## config.mk

```make
export PLATFORM = sky130hd
export DESIGN_NAME = rtc_alarm_top
export DESIGN_NICKNAME = d
export VERILOG_FILES = /design/src/rtl/rtc_alarm_pkg.sv /design/src/rtl/rtc_alarm_regs.sv /design/src/rtl/rtc_alarm_rptdec.sv /design/src/rtl/rtc_alarm_cmp.sv /design/src/rtl/rtc_alarm_flag.sv /design/src/rtl/rtc_alarm_top.sv
export SDC_FILE = /design/constraint.sdc
export NUM_CORES = 1
export LEC_CHECK = 0
export BUFFER_PORTS_ARGS = -buffer_cell sky130_fd_sc_hd__buf_2
export CAP_MARGIN = 30
export CORE_UTILIZATION = 47
export DETAILED_ROUTE_END_ITERATION = 7
export GPL_TIMING_DRIVEN = 0
export PLACE_DENSITY = 0.74
export RECOVER_POWER = 25
export SLEW_MARGIN = 25
export SYNTH_ARGS = -nofsm -noshare
export SYNTH_HDL_FRONTEND = slang
export SYNTH_SLANG_ARGS = --single-unit
```

## constraint.sdc

```tcl
create_clock -name clk -period 1.8 [get_ports clk]
set_input_delay 0.09 -clock clk [delete_from_list [all_inputs] [get_ports clk]]
set_output_delay 0.09 -clock clk [all_outputs]
set_load 0.01 [all_outputs]
```

## src/rtl/rtc_alarm_pkg.sv

```systemverilog
// Shared constants and types for the RTC alarm matcher.
package rtc_alarm_pkg;
    localparam int ADDR_W = 5;
    localparam int DATA_W = 8;

    localparam logic [ADDR_W-1:0] A_ALM_MON  = 5'h0A;
    localparam logic [ADDR_W-1:0] A_ALM_DAY  = 5'h0B;
    localparam logic [ADDR_W-1:0] A_ALM_HOUR = 5'h0C;
    localparam logic [ADDR_W-1:0] A_ALM_MIN  = 5'h0D;
    localparam logic [ADDR_W-1:0] A_ALM_SEC  = 5'h0E;
    localparam logic [ADDR_W-1:0] A_FLAGS    = 5'h0F;

    localparam int FLAG_BIT = 6;
    localparam int EN_BIT   = 7;

    // Significant BCD widths of each compared field
    localparam int MON_W  = 5;
    localparam int DAY_W  = 6;
    localparam int HOUR_W = 6;
    localparam int MIN_W  = 7;
    localparam int SEC_W  = 7;

    typedef enum logic [4:0] {
        RPT_SEC  = 5'h1F,
        RPT_MIN  = 5'h1E,
        RPT_HOUR = 5'h1C,
        RPT_DAY  = 5'h18,
        RPT_MON  = 5'h10,
        RPT_YEAR = 5'h00
    } rpt_code_e;

    typedef struct packed {
        logic mon;
        logic day;
        logic hour;
        logic min;
        logic sec;
    } cmp_sel_t;
endpackage

```

## src/rtl/rtc_alarm_regs.sv

```systemverilog
// Alarm byte storage with write decode and read mux.
// Assumes a single-cycle write strobe; flag byte handled elsewhere.
module rtc_alarm_regs
    import rtc_alarm_pkg::*;
(
    input  logic              clk,
    input  logic              rst_n,
    input  logic [ADDR_W-1:0] addr,
    input  logic              wr_en,
    input  logic [DATA_W-1:0] wr_data,
    output logic [DATA_W-1:0] alm_mon,
    output logic [DATA_W-1:0] alm_day,
    output logic [DATA_W-1:0] alm_hour,
    output logic [DATA_W-1:0] alm_min,
    output logic [DATA_W-1:0] alm_sec,
    output logic              alm_wr,
    output logic [DATA_W-1:0] reg_rdata
);
    localparam int NREG = 5;

    logic [DATA_W-1:0] store [NREG];
    logic [NREG-1:0]   hit;

    // Decode which alarm byte the address selects
    always_comb begin
        for (int i = 0; i < NREG; i++) begin
            hit[i] = (addr == A_ALM_MON + ADDR_W'(i));
        end
    end

    assign alm_wr = wr_en && (hit != '0);

    // One storage byte per alarm register
    for (genvar g = 0; g < NREG; g++) begin : g_byte
        // Load on a write that targets this byte
        always_ff @(posedge clk) begin
            if (!rst_n) begin
                store[g] <= '0;
            end else if (wr_en && hit[g]) begin
                store[g] <= wr_data;
            end
        end
    end

    assign alm_mon  = store[0];
    assign alm_day  = store[1];
    assign alm_hour = store[2];
    assign alm_min  = store[3];
    assign alm_sec  = store[4];

    // Read mux over alarm bytes, zero elsewhere
    always_comb begin
        reg_rdata = '0;
        for (int i = 0; i < NREG; i++) begin
            if (hit[i]) reg_rdata = store[i];
        end
    end


    foreign_write_chk: assert property (@(posedge clk) disable iff (!rst_n)
        (wr_en && !hit[0]) |=> $stable(store[0]))
        else $error("alarm month changed by foreign write");
endmodule

```

## src/rtl/rtc_alarm_rptdec.sv

```systemverilog
// Turns the five scattered repeat bits into a per-field compare select.
// Assumes the codes listed in the package; anything else means every second.
module rtc_alarm_rptdec
    import rtc_alarm_pkg::*;
(
    input  logic              clk,
    input  logic              rst_n,
    input  logic [DATA_W-1:0] alm_day,
    input  logic [DATA_W-1:0] alm_hour,
    input  logic [DATA_W-1:0] alm_min,
    input  logic [DATA_W-1:0] alm_sec,
    output cmp_sel_t          sel
);
    logic [4:0] code;

    assign code = {alm_day[6], alm_day[7], alm_hour[7], alm_min[7], alm_sec[7]};

    // Map repeat code to compared fields
    always_comb begin
        unique case (code)
            RPT_MIN:  sel = '{mon: 1'b0, day: 1'b0, hour: 1'b0, min: 1'b0, sec: 1'b1};
            RPT_HOUR: sel = '{mon: 1'b0, day: 1'b0, hour: 1'b0, min: 1'b1, sec: 1'b1};
            RPT_DAY:  sel = '{mon: 1'b0, day: 1'b0, hour: 1'b1, min: 1'b1, sec: 1'b1};
            RPT_MON:  sel = '{mon: 1'b0, day: 1'b1, hour: 1'b1, min: 1'b1, sec: 1'b1};
            RPT_YEAR: sel = '{mon: 1'b1, day: 1'b1, hour: 1'b1, min: 1'b1, sec: 1'b1};
            default:  sel = '0;
        endcase
    end

    // a coarser field is only compared when all finer ones are
    nested_sel_chk: assert property (@(posedge clk) disable iff (!rst_n)
        (sel.mon || sel.day || sel.hour || sel.min) |-> sel.sec)
        else $error("compare select not nested");
endmodule

```

## src/rtl/rtc_alarm_cmp.sv

```systemverilog
// Compares selected BCD fields of the alarm against the current time.
// Assumes time inputs are stable in the tick cycle.
module rtc_alarm_cmp
    import rtc_alarm_pkg::*;
(
    input  logic [DATA_W-1:0] alm_mon,
    input  logic [DATA_W-1:0] alm_day,
    input  logic [DATA_W-1:0] alm_hour,
    input  logic [DATA_W-1:0] alm_min,
    input  logic [DATA_W-1:0] alm_sec,
    input  logic [DATA_W-1:0] now_mon,
    input  logic [DATA_W-1:0] now_day,
    input  logic [DATA_W-1:0] now_hour,
    input  logic [DATA_W-1:0] now_min,
    input  logic [DATA_W-1:0] now_sec,
    input  cmp_sel_t          sel,
    output logic              match
);
    cmp_sel_t eq;

    // Per-field equality on significant bits only
    always_comb begin
        eq.mon  = alm_mon[MON_W-1:0]   == now_mon[MON_W-1:0];
        eq.day  = alm_day[DAY_W-1:0]   == now_day[DAY_W-1:0];
        eq.hour = alm_hour[HOUR_W-1:0] == now_hour[HOUR_W-1:0];
        eq.min  = alm_min[MIN_W-1:0]   == now_min[MIN_W-1:0];
        eq.sec  = alm_sec[SEC_W-1:0]   == now_sec[SEC_W-1:0];
    end

    assign match = ((eq | ~sel) == '1);
endmodule

```

## src/rtl/rtc_alarm_flag.sv

```systemverilog
// Holds the alarm flag: set on a qualified tick match, cleared by a read.
// Assumes sec_tick is a single-cycle pulse.
module rtc_alarm_flag (
    input  logic clk,
    input  logic rst_n,
    input  logic sec_tick,
    input  logic match,
    input  logic block,
    input  logic rd_clr,
    output logic flag
);
    logic set_now;

    assign set_now = sec_tick && match && !block;

    // Set has priority over read-clear
    always_ff @(posedge clk) begin
        if (!rst_n) begin
            flag <= 1'b0;
        end else if (set_now) begin
            flag <= 1'b1;
        end else if (rd_clr) begin
            flag <= 1'b0;
        end
    end


    tick_only_set_chk: assert property (@(posedge clk) disable iff (!rst_n)
        $rose(flag) |-> $past(sec_tick))
        else $error("flag rose without tick");


    write_block_chk: assert property (@(posedge clk) disable iff (!rst_n)
        (sec_tick && block && !flag) |=> !flag)
        else $error("flag set during alarm write");


    read_clear_chk: assert property (@(posedge clk) disable iff (!rst_n)
        (rd_clr && !(sec_tick && match && !block)) |=> !flag)
        else $error("read did not clear flag");
endmodule

```

## src/rtl/rtc_alarm_top.sv

```systemverilog
// RTC alarm matcher: register port, repeat decode, field compare, flag and IRQ.
// Assumes an external time counter pulses sec_tick with the new time applied.
module rtc_alarm_top
    import rtc_alarm_pkg::*;
(
    input  logic              clk,
    input  logic              rst_n,
    input  logic              sec_tick,
    input  logic [DATA_W-1:0] now_mon,
    input  logic [DATA_W-1:0] now_day,
    input  logic [DATA_W-1:0] now_hour,
    input  logic [DATA_W-1:0] now_min,
    input  logic [DATA_W-1:0] now_sec,
    input  logic [ADDR_W-1:0] addr,
    input  logic              wr_en,
    input  logic [DATA_W-1:0] wr_data,
    input  logic              rd_en,
    output logic [DATA_W-1:0] rd_data,
    output logic              irq_n
);
    logic [DATA_W-1:0] a_mon, a_day, a_hour, a_min, a_sec, reg_rdata;
    logic              alm_wr, match, flag;
    cmp_sel_t          sel;

    rtc_alarm_regs u_regs (
        .clk(clk), .rst_n(rst_n), .addr(addr), .wr_en(wr_en), .wr_data(wr_data),
        .alm_mon(a_mon), .alm_day(a_day), .alm_hour(a_hour), .alm_min(a_min),
        .alm_sec(a_sec), .alm_wr(alm_wr), .reg_rdata(reg_rdata)
    );

    rtc_alarm_rptdec u_dec (
        .clk(clk), .rst_n(rst_n), .alm_day(a_day), .alm_hour(a_hour),
        .alm_min(a_min), .alm_sec(a_sec), .sel(sel)
    );

    rtc_alarm_cmp u_cmp (
        .alm_mon(a_mon), .alm_day(a_day), .alm_hour(a_hour), .alm_min(a_min),
        .alm_sec(a_sec), .now_mon(now_mon), .now_day(now_day),
        .now_hour(now_hour), .now_min(now_min), .now_sec(now_sec),
        .sel(sel), .match(match)
    );

    rtc_alarm_flag u_flag (
        .clk(clk), .rst_n(rst_n), .sec_tick(sec_tick), .match(match),
        .block(alm_wr), .rd_clr(rd_en && (addr == A_FLAGS)), .flag(flag)
    );

    // Read mux: flag byte or alarm bytes
    always_comb begin
        if (addr == A_FLAGS) begin
            rd_data = '0;
            rd_data[FLAG_BIT] = flag;
        end else begin
            rd_data = reg_rdata;
        end
    end

    assign irq_n = !(flag && a_mon[EN_BIT]);


    irq_needs_enable_chk: assert property (@(posedge clk) disable iff (!rst_n)
        !irq_n |-> a_mon[EN_BIT])
        else $error("irq without enable");
endmodule

```

* Yosys cells after proc, flatten, opt, wreduce, memory -nomap -nowiden *
Memory sizes are Yosys's and may differ from the RTL's.
Index checks and enable logic that the tools add are counted.

word-level totals
  register bits after elaboration = 1
  memory bits (writable) = 40
  input port bits = 58
  output and inout bits = 9
  memories = 1

operators by class
  equal/unequal tests = 16
  muxes and demuxes = 30
  bitwise logic cells = 7
  reduce and logical (&&, ||, !) cells = 15

memories
  name          words  bits a word  rd ports  clocked after memory_dff  wr ports  RTL line              source
  u_regs.store  5      8            5         0                         5         rtc_alarm_regs.sv:21  logic [DATA_W-1:0] store [NREG];

operators by type and width
  cell                  count
  $mux W8               11
  $eq A5 B4 Y1 const B  6
  $eq A5 B5 Y1 const B  5
  $pmux W5 S5           1
  $mux W1               18
  $eq A7 B7 Y1          2
  $eq A6 B6 Y1          2
  $logic_and A1 B1 Y1   10
  $eq A5 B5 Y1          1
  $logic_not A5 Y1      1
  $not A5 Y5            1
  $or A1 B1 Y1          5
  $or A5 B5 Y5          1
  $reduce_bool A5 Y1    1
  $logic_not A1 Y1      2
  $reduce_bool A2 Y1    1

* Longest topological paths before layout *
  depth in word-level cells = 8
  depth in mapped cells = 6

* Cells and area by module *
From an unflattened synthesis, not the netlist that was laid out.

second synthesis, totals
  cell total of the unflattened synthesis = 244
  area total of the unflattened synthesis = 2,514.9 sq um

by module, submodules not included
  module            instances  cells an instance  area each (sq um)  sequential area each (sq um)
  rtc_alarm_regs    1          176                1,933.1            1,201.2
  rtc_alarm_cmp     1          43                 350.3              0.0
  rtc_alarm_top     1          13                 113.9              0.0
  rtc_alarm_rptdec  1          8                  77.6               0.0
  rtc_alarm_flag    1          4                  40.0               20.0

* Least setup slack after synthesis *
No wires, ideal clock.

  path kind = input port to flip-flop
  from = input port addr[0]
  to = memory u_regs.store[1][0], enable pin
  setup time = 0.384 ns
  data arrival time = 1.327 ns
  required time = 1.416 ns
  path slack = 0.089 ns
  stages = 5
  path buffers = 3
  cells stage by stage = clkbuf_2 -> buf_4 -> buf_4 -> nand2_1 -> o21ai_0

RTL lines
  element      RTL line              source
  from (decl)  rtc_alarm_top.sv:14   input logic [ADDR_W-1:0] addr,
  to (decl)    rtc_alarm_regs.sv:21

==> reports/metrics.csv <==
metric,value,unit
vias,1764,
io-pin-count,67,
status,finished clean,
chipWidth,72.8,µm
drc_errors,0,
slowest_stage,o41ai_2,
grt_first_pass_wirelength,8180,µm
drt-vias-per-instance,5.27,
ys_top_cells_by_area,"edfxtp_1, and2_1, xnor2_1",
final-setup-viol-count,0,
maxCapViolations,0,
timing.final.crit_share,95.7,%
routabilityCongestion,0.874,
synth_cell_types,36,
min-delay-start,rd_en,
startpoint_type,flip-flop,
postCtsSetupRepairBufs,0,
yosysTopAreaCellShare,51.0,%
async_flop_share,0,%
drt_iter0_markers,96,
r2r_setup_slack,0.08,ns
rows,25,
postRouteAntennaNets,0,
worst_r2r_endpoint,u_flag.flag,
die_h,72.8,µm
max_freq,581,MHz
groute.usage.overall,21.8,%
path_cells,xor2_1 > nor3_1 > a31oi_1 > o41ai_2 > a41o_1,
drt_wl_total,5390,µm
hpwl,4220,µm
crit_required,2.04,ns
slew_headroom,45.6,%
cts_tree,built,
final_area,2810,µm²
antenna_found_initial,0,
synthCells,205,
crit_buf_inv,0,
first_pass_iters,4,
ys.flop_type,edfxtp_1,
crit_type,flip-flop to flip-flop,
start_util,49.2,%
grt_max_degree,13,
final-instance-count-excl-fill,335,
ir_worst_vdd,456,µV
worst_pin_slew,0.811,ns
overflow,0,
cts_made_buffers,5,
cp_max_fo,2,
synthesis.nets,263,
wl_per_cell,16.1,µm
multiInputGateArea,1080,µm²
rsz0062_at_grt,no,
cts_sinks,41,
worstHoldPathCells,3,
cts_buffer_depth,2,
ys_top_cells_by_count,"and2_1, edfxtp_1, xnor2_1",
avgSynthCellArea,11.5,µm²
antenna_cells,0,
num-nets-final,325,
placedCellCount,327,
hold_path_class,input pin to flip-flop,
first_global_vias,1760,
crit_family,compound AO/OA/AOI/OAI gates,
cts-root-buf,clkbuf_8,
die_area,5300,µm²
p_per_area,756,nW/µm²
leakage,1.10,nW
clk_latency,0.29,ns
r2r_cells,5,
synth_warnings,0,
yosysSeqAreaShare,51.8,%
synth_edf_count,40,
finalCriticalPeriod,1.72,ns
syn_to_final_growth,19.3,%
nFillCells,406,
placed_cell_area,2720,µm²
cpPeakStageDelay,0.43,ns
syn_area,2360,µm²
reg2reg_from,u_regs.store[0][1],
core-area,4790,µm²
ctsResizeCount,0,
final_layout_size_suffix_gt1_share,24.3,%
htree_levels,2,
slew_viol_final,0,
synth_seq_cells,41,
seq_area,1220,µm²
crit_arrival,1.96,ns
holdBufCountCts,0,
cp-end-kind,flip-flop,
yosysTopAreaCell,edfxtp_1,
clk_pin_slew,0.08,ns
min_to,u_flag.flag,
portBuffers,55,
hold_viol,0,
skew,0.00971,ns
-- worst min-delay path, cell delays in order --
cell and delay (ns):
buf_2 0.10, a21oi_1 0.12, a41o_1 0.10
-- per-stage QoR --
step                      total power [mW]  hold WS [ns]  setup WS [ns]  utilization, %  TNS [ns]
final                                 2.13         0.143         0.0779            58.7         0
after global routing                  2.19         0.140         0.0150            58.7         0
after CTS                             2.13         0.144         0.0789            59.0         0
after detailed placement              1.44         0.435        -0.0307            56.7    -0.502
after global placement                1.43         0.438         -0.365            56.7    -10.18
after floorplan                       1.31         0.288         0.0888               -         0
-- kinds of logic (layout without fill, tap and decap cells) --
family                    after synthesis  count (layout)  share of synthesized area [%]
AOI/OAI and AO/OA                      25              25                           8.02
xor gates and xnor gates               31              31                           11.5
buffers and inverters                  10              73                           2.07
DFF                                    41              41                           51.8
muxes                                  14              14                           6.00
and+or+nand+nor                        84              84                           20.6
-- how the worst max path moves through the flow --
stage | start | to | slack, ns | depth (start not counted)
after floorplan | addr[0] | u_regs.store[1][0] | 0.09 | 5
after global placement | addr[3] | u_regs.store[0][4] | -0.36 | 5
after detailed placement | addr[0] | u_regs.store[1][0] | -0.03 | 5
after CTS | u_regs.store[0][1] | u_flag.flag | 0.08 | 5
after global routing | u_regs.store[0][1] | u_flag.flag | 0.01 | 5
final | u_regs.store[0][1] | u_flag.flag | 0.08 | 5
-- area by class of cell --
class / count / share of cell area, %
clock inverter: 2 / 1.20
tap: 67 / 2.98
multi-input combinational: 154 / 38.4
sequential: 41 / 43.5
timing repair buffer: 55 / 9.71
inverter: 4 / 0.534
clock buffer: 6 / 2.58
buffer: 6 / 1.11
-- sequential cells by signal (all words and copies together), names as in the netlist --
name / flops
u_regs.store: 40
u_flag.flag: 1
-- cells in the final DEF (no fill, tap or decap), types with 4 or more instances in the layout --
cell      netlist  routed
buf_2           2      53
o21ai_1         0       4
clkbuf_8        0       5
and2_1         40      31
nor3_1          4       4
and2_0          0       9
o21ai_0         8       4
edfxtp_1       40      40
clkbuf_1        1       6
nand2_1        14      14
nor2_1          5       5
xor2_1         15      15
inv_1           4       4
mux2i_1        13      13
o221ai_1        6       6
nand3_1         4       4
xnor2_1        16      16
-- layer usage --
metal	wire length (µm)	share of wire, %	track usage (%)	vias to the layer above
met2	2730	51	38.4	57
met3	261	4.8	3.45	8
li1	-	-	-	863
met1	2300	43	26.7	836
met5	0	0	0	-
met4	99	1.8	8.71	0
-- report_power, final --
group / internal, mW / total, mW / switching (mW) / leakage [nW]
clock: 0.409 / 0.710 / 0.300 / 0.0528
combinational: 0.127 / 0.272 / 0.145 / 0.661
sequential: 1.10 / 1.14 / 0.0412 / 0.390
total: 1.64 / 2.13 / 0.486 / 1.10
(Power assumes the default switching activity.)
